===== src/rtl/fp_regspec_pkg.sv =====
// Package: shared types for the FP register specifier decoder.
// Assumes size codes and fault codes are fixed 2-bit encodings.
package fp_regspec_pkg;

    typedef enum logic [1:0] {
        SZ_NONE = 2'd0,
        SZ_SGL  = 2'd1,
        SZ_DBL  = 2'd2,
        SZ_QUAD = 2'd3
    } opsize_e;

    typedef enum logic [1:0] {
        FLT_NONE   = 2'd0,
        FLT_CLASS  = 2'd1,
        FLT_BADREG = 2'd2
    } fault_e;

endpackage


===== src/rtl/fp_spec_map.sv =====
// Module: fp_spec_map
// Maps one register field and its size code to a physical index.
// Assumes IDX_W = FIELD_W + 1 (two halves of 2**FIELD_W entries).
// Purely combinational.
module fp_spec_map
    import fp_regspec_pkg::*;
#(
    parameter int FIELD_W = 5,
    parameter int IDX_W   = FIELD_W + 1
) (
    input  logic [FIELD_W-1:0] field,
    input  opsize_e            size,
    output logic [IDX_W-1:0]   idx,
    output logic               used,
    output logic               misaligned
);

    // Size-dependent index formation and quad alignment check.
    always_comb begin
        idx        = '0;
        used       = (size != SZ_NONE);
        misaligned = 1'b0;
        unique case (size)
            SZ_NONE: idx = '0;
            SZ_SGL:  idx = {1'b0, field};
            SZ_DBL:  idx = {field[0], field[FIELD_W-1:1], 1'b0};
            SZ_QUAD: begin
                idx        = {field[0], field[FIELD_W-1:1], 1'b0};
                misaligned = field[1];
            end
            default: idx = '0;
        endcase
    end

endmodule


===== src/rtl/fp_half_track.sv =====
// Module: fp_half_track
// Keeps a written flag for each half of the register file.
// Reports read-as-zero for sources and a clear request on the first destination write.
// Assumes the half is selected by the top index bit. Flags clear only on reset.
module fp_half_track #(
    parameter int IDX_W   = 6,
    parameter int N_HALF  = 2,
    parameter int N_SRC   = 2
) (
    input  logic                        clk,
    input  logic                        rst_n,
    input  logic                        commit,
    input  logic [N_SRC-1:0][IDX_W-1:0] src_idx,
    input  logic [N_SRC-1:0]            src_used,
    input  logic [IDX_W-1:0]            dst_idx,
    input  logic                        dst_used,
    output logic [N_SRC-1:0]            src_zero,
    output logic [N_HALF-1:0]           clr_half,
    output logic [N_HALF-1:0]           written
);

    localparam int HSEL_W = (N_HALF > 1) ? $clog2(N_HALF) : 1;

    logic [HSEL_W-1:0] dst_half;
    assign dst_half = HSEL_W'(dst_idx[IDX_W-1]);

    genvar s, h;
    generate
        for (s = 0; s < N_SRC; s++) begin : g_src
            // Source reads zero when its half has never been written.
            always_comb begin
                src_zero[s] = commit && src_used[s]
                              && !written[HSEL_W'(src_idx[s][IDX_W-1])];
            end
        end
        for (h = 0; h < N_HALF; h++) begin : g_half
            // Clear request for this half on its first write.
            always_comb begin
                clr_half[h] = commit && dst_used && (dst_half == HSEL_W'(h)) && !written[h];
            end
            // Written flag for this half: set on the first write, cleared by reset.
            always_ff @(posedge clk) begin
                if (!rst_n)
                    written[h] <= 1'b0;
                else if (clr_half[h])
                    written[h] <= 1'b1;
            end
        end
    endgenerate

endmodule


===== src/rtl/fp_class_gate.sv =====
// Module: fp_class_gate
// Holds the trap-type field and checks it against the operation's class.
// Assumes a request has priority over a concurrent trap load.
module fp_class_gate #(
    parameter int          FTT_W   = 3,
    parameter logic [2:0]  BAD_REG = 3'd6
) (
    input  logic             clk,
    input  logic             rst_n,
    input  logic             req,
    input  logic [FTT_W-1:0] cls,
    input  logic             bypass,
    input  logic             any_bad,
    input  logic             load,
    input  logic [FTT_W-1:0] load_val,
    output logic             pass,
    output logic [FTT_W-1:0] ftt
);

    // Class match, unless the request is on the illegal-instruction path.
    assign pass = bypass || (ftt == cls);

    // Trap-type register: kept on reject, set on bad register, else cleared.
    always_ff @(posedge clk) begin
        if (!rst_n)
            ftt <= '0;
        else if (req) begin
            if (pass)
                ftt <= any_bad ? FTT_W'(BAD_REG) : '0;
        end else if (load)
            ftt <= load_val;
    end

endmodule


===== src/rtl/fp_regspec_decoder.sv =====
// Module: fp_regspec_decoder (top)
// Decodes the three FP register fields of an instruction into physical indices,
// checks quad alignment and trap class, and tracks written halves.
// Assumes a 64 x 32-bit register file split into two halves. Results are registered.
module fp_regspec_decoder
    import fp_regspec_pkg::*;
#(
    parameter int FIELD_W = 5,
    parameter int INSN_W  = 32,
    parameter int RD_LSB  = 25,
    parameter int RS1_LSB = 14,
    parameter int RS2_LSB = 0,
    parameter int FTT_W   = 3
) (
    input  logic              clk,
    input  logic              rst_n,
    input  logic              req_valid,
    input  logic [31:0]       req_instr,
    input  logic [1:0]        req_rd_size,
    input  logic [1:0]        req_rs1_size,
    input  logic [1:0]        req_rs2_size,
    input  logic [2:0]        req_class,
    input  logic              req_illegal_path,
    input  logic              trap_set,
    input  logic [2:0]        trap_value,
    output logic              out_valid,
    output logic              out_accept,
    output logic [1:0]        out_fault,
    output logic [5:0]        out_rd_idx,
    output logic [5:0]        out_rs1_idx,
    output logic [5:0]        out_rs2_idx,
    output logic              out_rs1_zero,
    output logic              out_rs2_zero,
    output logic              out_rd_write,
    output logic              out_clear_lo,
    output logic              out_clear_hi,
    output logic [2:0]        trap_type,
    output logic [1:0]        half_written
);

    localparam int IDX_W  = FIELD_W + 1;
    localparam int N_OPS  = 3;
    localparam int OP_RS1 = 0;
    localparam int OP_RS2 = 1;
    localparam int OP_RD  = 2;

    logic [N_OPS-1:0][FIELD_W-1:0] fields;
    opsize_e [N_OPS-1:0]           sizes;
    logic [N_OPS-1:0][IDX_W-1:0]   idx;
    logic [N_OPS-1:0]              used;
    logic [N_OPS-1:0]              misal;
    logic                          unused_insn_bits;

    // Field extraction from the instruction word.
    always_comb begin
        fields[OP_RS1] = req_instr[RS1_LSB +: FIELD_W];
        fields[OP_RS2] = req_instr[RS2_LSB +: FIELD_W];
        fields[OP_RD]  = req_instr[RD_LSB  +: FIELD_W];
        sizes[OP_RS1]  = opsize_e'(req_rs1_size);
        sizes[OP_RS2]  = opsize_e'(req_rs2_size);
        sizes[OP_RD]   = opsize_e'(req_rd_size);
    end
    assign unused_insn_bits = ^{req_instr[INSN_W-1:RD_LSB+FIELD_W],
                                req_instr[RD_LSB-1:RS1_LSB+FIELD_W],
                                req_instr[RS1_LSB-1:RS2_LSB+FIELD_W]};

    genvar g;
    generate
        for (g = 0; g < N_OPS; g++) begin : g_map
            fp_spec_map #(.FIELD_W(FIELD_W), .IDX_W(IDX_W)) map_i (
                .field      (fields[g]),
                .size       (sizes[g]),
                .idx        (idx[g]),
                .used       (used[g]),
                .misaligned (misal[g])
            );
        end
    endgenerate

    logic any_bad, pass, commit;
    assign any_bad = |misal;

    fp_class_gate #(.FTT_W(FTT_W), .BAD_REG(3'd6)) gate_i (
        .clk      (clk),
        .rst_n    (rst_n),
        .req      (req_valid),
        .cls      (req_class),
        .bypass   (req_illegal_path),
        .any_bad  (any_bad),
        .load     (trap_set),
        .load_val (trap_value),
        .pass     (pass),
        .ftt      (trap_type)
    );

    assign commit = req_valid && pass && !any_bad;

    logic [1:0] src_zero;
    logic [1:0] clr_half;

    fp_half_track #(.IDX_W(IDX_W), .N_HALF(2), .N_SRC(2)) track_i (
        .clk      (clk),
        .rst_n    (rst_n),
        .commit   (commit),
        .src_idx  ({idx[OP_RS2], idx[OP_RS1]}),
        .src_used ({used[OP_RS2], used[OP_RS1]}),
        .dst_idx  (idx[OP_RD]),
        .dst_used (used[OP_RD]),
        .src_zero (src_zero),
        .clr_half (clr_half),
        .written  (half_written)
    );

    fault_e fault_d;

    // Fault classification: class mismatch outranks bad register.
    always_comb begin
        if (!pass)
            fault_d = FLT_CLASS;
        else if (any_bad)
            fault_d = FLT_BADREG;
        else
            fault_d = FLT_NONE;
    end

    // Output register stage: results appear one cycle after the request.
    always_ff @(posedge clk) begin
        if (!rst_n || !req_valid) begin
            out_valid    <= 1'b0;
            out_accept   <= 1'b0;
            out_fault    <= 2'd0;
            out_rd_idx   <= '0;
            out_rs1_idx  <= '0;
            out_rs2_idx  <= '0;
            out_rs1_zero <= 1'b0;
            out_rs2_zero <= 1'b0;
            out_rd_write <= 1'b0;
            out_clear_lo <= 1'b0;
            out_clear_hi <= 1'b0;
        end else begin
            out_valid    <= 1'b1;
            out_accept   <= commit;
            out_fault    <= fault_d;
            out_rd_idx   <= idx[OP_RD];
            out_rs1_idx  <= idx[OP_RS1];
            out_rs2_idx  <= idx[OP_RS2];
            out_rs1_zero <= src_zero[0];
            out_rs2_zero <= src_zero[1];
            out_rd_write <= commit && used[OP_RD];
            out_clear_lo <= clr_half[0];
            out_clear_hi <= clr_half[1];
        end
    end

endmodule


===== config.mk =====
export PLATFORM = sky130hd
export DESIGN_NAME = fp_regspec_decoder
export DESIGN_NICKNAME = d
export VERILOG_FILES = /design/src/rtl/fp_regspec_pkg.sv /design/src/rtl/fp_spec_map.sv /design/src/rtl/fp_half_track.sv /design/src/rtl/fp_class_gate.sv /design/src/rtl/fp_regspec_decoder.sv
export SDC_FILE = /design/constraint.sdc
export NUM_CORES = 1
export LEC_CHECK = 0
export ABC_CLOCK_PERIOD_IN_PS = 1300
export BUFFER_PORTS_ARGS = -buffer_cell sky130_fd_sc_hd__buf_4
export CAP_MARGIN = 25
export CORE_MARGIN = 3
export CORE_UTILIZATION = 40
export DETAILED_ROUTE_END_ITERATION = 8
export PLACE_DENSITY = 0.87
export SLEW_MARGIN = 20
export SYNTH_ARGS = -nofsm -noshare
export SYNTH_HDL_FRONTEND = slang
export SYNTH_SLANG_ARGS = --single-unit

===== constraint.sdc =====
create_clock -name clk -period 1.3 [get_ports clk]
set_input_delay 0.13 -clock clk [delete_from_list [all_inputs] [get_ports clk]]
set_output_delay 0.13 -clock clk [all_outputs]
set_load 0.01 [all_outputs]

Word level (Yosys, flattened, before mapping)
Cells that the tools add are included.

operators by class
  $lt $le $gt $ge = 2
  equality and inequality tests = 11
  multiplexer cells = 17
  bitwise logic cells = 2
  reduce and logical (&&, ||, !) cells = 33

operators with widths
  operator            count
  $pmux 6 s3          3
  $eq 2x2->1 const B  6
  $mux 3              4
  $logic_and 1x1->1   11
  $mux 1              9
  $reduce_bool 2->1   4
  $reduce_or 2->1     4
  $logic_not 1->1     7
  $eq 2x1->1 const B  3
  $logic_not 2->1     3
  $lt 1x2->1 const B  2
  $eq 3x3->1          1
  $reduce_or 3->1     1
  $logic_or 1x1->1    2
  $mux 2              1
  $ne 2x1->1 const B  1
  $not 1->1           2
  $reduce_and 2->1    1

word-level totals
  flip-flop bits (word level) = 32
  bits of input ports = 49
  logic and storage cells = 80

Logic depth before layout (Yosys ltp)
  word-level depth = 8
  depth in mapped cells = 5
  mapped depth without buffers = 4

Cells and area by module
Synthesis repeated with hierarchy kept, for this count alone.

second synthesis, totals
  cell total of the unflattened synthesis = 120
  area, all modules = 1278.7 um2

by module, submodules not included
  module              times used  cells an instance  area each (um2)
  fp_regspec_decoder  1           62                 782.0
  fp_class_gate       1           19                 203.9
  fp_spec_map         3           8                  58.8
  fp_half_track       1           15                 116.4

Worst setup path before layout
No wires, ideal clock.

  path type = reg2reg
  from = reg gate_i.ftt[1]
  to = reg out_rs1_zero
  library setup time = 0.100 ns
  arrival time = 1.119 ns
  data required time = 1.200 ns
  path slack = 0.081 ns
  stages on the path, launching flop included = 4
  buffers on the path = 0
  period minus slack after synthesis = 1.219 ns
  path through = dfxtp_1 xnor2_1 a31oi_4 a2111oi_4

on the way
  longest elaborated chain between the ends = 6

ends and longest elaborated chain
  what                            line                       text
  start: declaration              fp_class_gate.sv:17        output logic [FTT_W-1:0] ftt
  start signal: assignment        fp_class_gate.sv:29        ftt <= any_bad ? FTT_W'(BAD_REG) : '0;
  start signal: assignment        fp_class_gate.sv:31        ftt <= load_val;
  $eq 3x3->1                      fp_class_gate.sv:21        assign pass = bypass || (ftt == cls);
  $logic_or 1x1->1                fp_class_gate.sv:21
  $logic_and 1x1->1 (2 in a row)  fp_regspec_decoder.sv:96   assign commit = req_valid && pass && !any_bad;
  $logic_and 1x1->1               fp_half_track.sv:32        src_zero[s] = commit && src_used[s]
  $logic_and 1x1->1               fp_half_track.sv:33        && !written[HSEL_W'(src_idx[s][IDX_W-1])];
  end signal: assignment          fp_regspec_decoder.sv:147  out_rs1_zero <= src_zero[0];
  end: declaration                fp_regspec_decoder.sv:32   output logic out_rs1_zero,

Every way passes these cells.
A chain may end at the register's enable or synchronous reset.

Final worst setup path
Ends and elaborated chain as after synthesis.

==> flow_summary.toml <==
[run_status]
outcome = "finished clean"

[yosys]
synth_top_area_share_pct = 53.73
syn_inst = 107
yosysSeqAreaShare_pct = 53.73
ys_types = 29
yosys-top-cells-count = "32 x dfxtp_1, 13 x and2_1, 11 x nand2_1"
synthArstFlopShare_pct = 0
syn-num-nets = 156
synth.avg_cell_area_sq_um = 11.14
synth_edf_count = 0
yosys.cell_count.top_type = "dfxtp_1"
yosysWarnings = 0
yosys_register_bits = 32
synth_flop_cell = "dfxtp_1"
synthTopCellsByArea = "dfxtp_1 54%, and2_1 6.8%, a2111oi_4 4.6%, nand2_1 3.5%, a41o_2 2.8%"
synth.largest_area_cell = "dfxtp_1"
synthesis.area_sq_mm = 0.001192

[global_route]
grt-ovfl-total = 0
grt_usage_pct = 16.48
first_global_vias = 994
grt_antenna_before_repair = 0
grt_first_pass_wirelength_um = 4416
grt_start_max_net_pins = 12

[setup_path]
crit_family = "compound AO/OA/AOI/OAI gates"
path_buf_inv = 0
cp.arrival_ns = 1.48
critPathKind = "flip-flop to flip-flop"
cpPeakStageDelay_ns = 0.36
critical_path.startpoint_type = "flip-flop"
endpoint_kind = "flip-flop"
critPathSlowestCell = "dfxtp_1"
crit_fanout = 5
required_ns = 1.53
crit_chain = "xnor2_2 > a31oi_4 > a2111oi_4"

[floorplan]
core_sq_mm = 0.002805
std_cell_rows = 19
initial_core_util_pct = 42.51
die-area_sq_mm = 0.003672
die_x_um = 60.60
die_h_um = 60.60
pin_count = 81

[timing]
finalSetupTns_ns = 0
finalHoldViolCount = 0
period_needed_ns = 1.249
slew_viol_final = 0
tightest_slew_ns = 0.3432
layout_worst_path_cycle_share_pct = 96.10
relSlewSlack_pct = 77.12
setup_viol = 0
clock_skew_ns = 0.007498
fmax_ghz = 0.8005

[finish]
final_util_pct = 64.50
antenna_cells = 0
drive_gt1_share_pct = 47.49
final_nets = 228
nFillCells = 226
area_growth_pct = 51.73

[power]
irDropWorstVdd_mv = 0.6131
p_leak_nw = 0.8441
power.density_mw_per_mm2 = 1048

[drt]
vias = 1082
via_per_inst = 5.152
drtIter0Drc = 39
drtPass1Iterations = 4
wl_per_cell_um = 14.88
drt-total-wl_um = 3124
antenna_left = 0
drc = 0

[flow_run]
max_cap_viol_count = 0

[clocking]
cts_tree = "yes"
numClockSinks = 32
clock-root-buffer = "clkbuf_4"
clockBufferDepth = 2
cts_max_level = 2
clock_latency_ns = 0.32
postCtsSetupBuffers = 0
cts_inserted_buffers = 5
clk_pin_slew_ns = 0.09

[worst_hold_path]
hold_path_class = "input port to flip-flop"

[place]
post-dp-hpwl_um = 2249
port_buffers = 63
place_congestion = 0.7749
[path summary, 6_finish.rpt]
path                    endpoint  cells past startpoint  slack (ns)           from
setup reg to reg    out_rs1_zero                      3        0.05  gate_i.ftt[1]
setup / recovery    out_rs1_zero                      3        0.05  gate_i.ftt[1]
hold / removal    out_rs1_idx[2]                      2        0.01  req_instr[16]
hold reg to reg    gate_i.ftt[0]                      2        0.52  gate_i.ftt[0]
[timing repair]
item,4_1_cts,5_1_grt
gates resized for setup,3,1
hold endpoints to repair,1,2
hold buffers,1,2
pin swaps,0,5
setup endpoints to repair,3,4
cloned,0,1
[cell usage in the layout (no fill, tap or decap), types with 2 or more instances in the layout]
cell type      instances
nand2b_1               4
a2111oi_4              2
nor3_1                 2
clkbuf_4               5
nand2_1               11
nor3b_1                2
dlygate4sd3_1          3
o21ai_0                2
buf_4                 64
nor2_1                 8
mux2i_1                2
dfxtp_1               32
nand3b_1               2
xnor2_2                3
and3_1                 2
nand3_1                3
a21o_1                 2
a41o_2                 3
and2_1                13
[power breakdown]
group / leakage [nW] / internal, W / switching (W) / total (W)
clock network: 0.0281 / 0.000199 / 0.000296 / 0.000494
logic: 0.555 / 0.000189 / 0.000172 / 0.000360
registers: 0.261 / 0.00102 / 0.0000224 / 0.00104
[area by class of cell]
| class | instances | area [sq um] | area share [%] |
|---|---|---|---|
| clock buffers | 6 | 41.29 | 2.282 |
| clock inverters | 1 | 5.005 | 0.2766 |
| inverters | 1 | 3.754 | 0.2075 |
| multi-input cells | 72 | 569.3 | 31.47 |
| flip-flops and latches | 32 | 640.6 | 35.41 |
| well taps | 31 | 38.79 | 2.144 |
| repair buffers | 67 | 510.5 | 28.22 |
[metrics by stage]
stage / instances / cell area, sq um / hold slack [ns] / setup WS [ns] / total power (W)
floorplan: 107 / 1192 / 0.2066 / 0.08129 / 0.001221
global placement: 199 / 1690 / 0.3208 / 0.04829 / 0.001374
detailed placement: 199 / 1690 / 0.3254 / 0.008211 / 0.001389
CTS: 207 / 1769 / 0.006006 / 0.05778 / 0.001879
global route: 210 / 1809 / 0.004450 / -0.007530 / 0.001974
finish: 210 / 1809 / 0.009975 / 0.05073 / 0.001895
[registers in the layout, summed over array words and instances (netlist names)]
signal           cells
gate_i.ftt           3
out_accept           1
out_clear_hi         1
out_clear_lo         1
out_fault            2
out_rd_idx           6
out_rd_write         1
out_rs1_idx          6
out_rs1_zero         1
out_rs2_idx          6
out_rs2_zero         1
out_valid            1
track_i.written      2
[metal layers]
metal,track usage [%],up-vias,share of wire (%)
li1,-,516,-
met1,17.17,493,36
met2,30.08,67,52
met3,7.021,6,11
met4,4.644,0,0.96
met5,0,-,0
[cell families (layout without fill, tap and decap cells)]
| kind of cell | count (synthesis) | count (layout) | synth area share, % |
|---|---|---|---|
| and+or+nand+nor | 51 | 51 | 24.45 |
| DFF | 32 | 32 | 53.72 |
| AOI/OAI and AO/OA | 14 | 15 | 14.58 |
| buffers and inverters | 4 | 75 | 2.098 |
| xor gates and xnor gates | 3 | 3 | 2.204 |
| muxes | 3 | 3 | 2.938 |
[worst reg2reg max path, delay by kind of cell, from the launching register on]
kind           cells  cell delay [ns]
AO/OA/AOI/OAI      2             0.51
flip-flops         1             0.36
XOR/XNOR           1             0.28
Note: power is estimated with default switching activity, not from simulation.
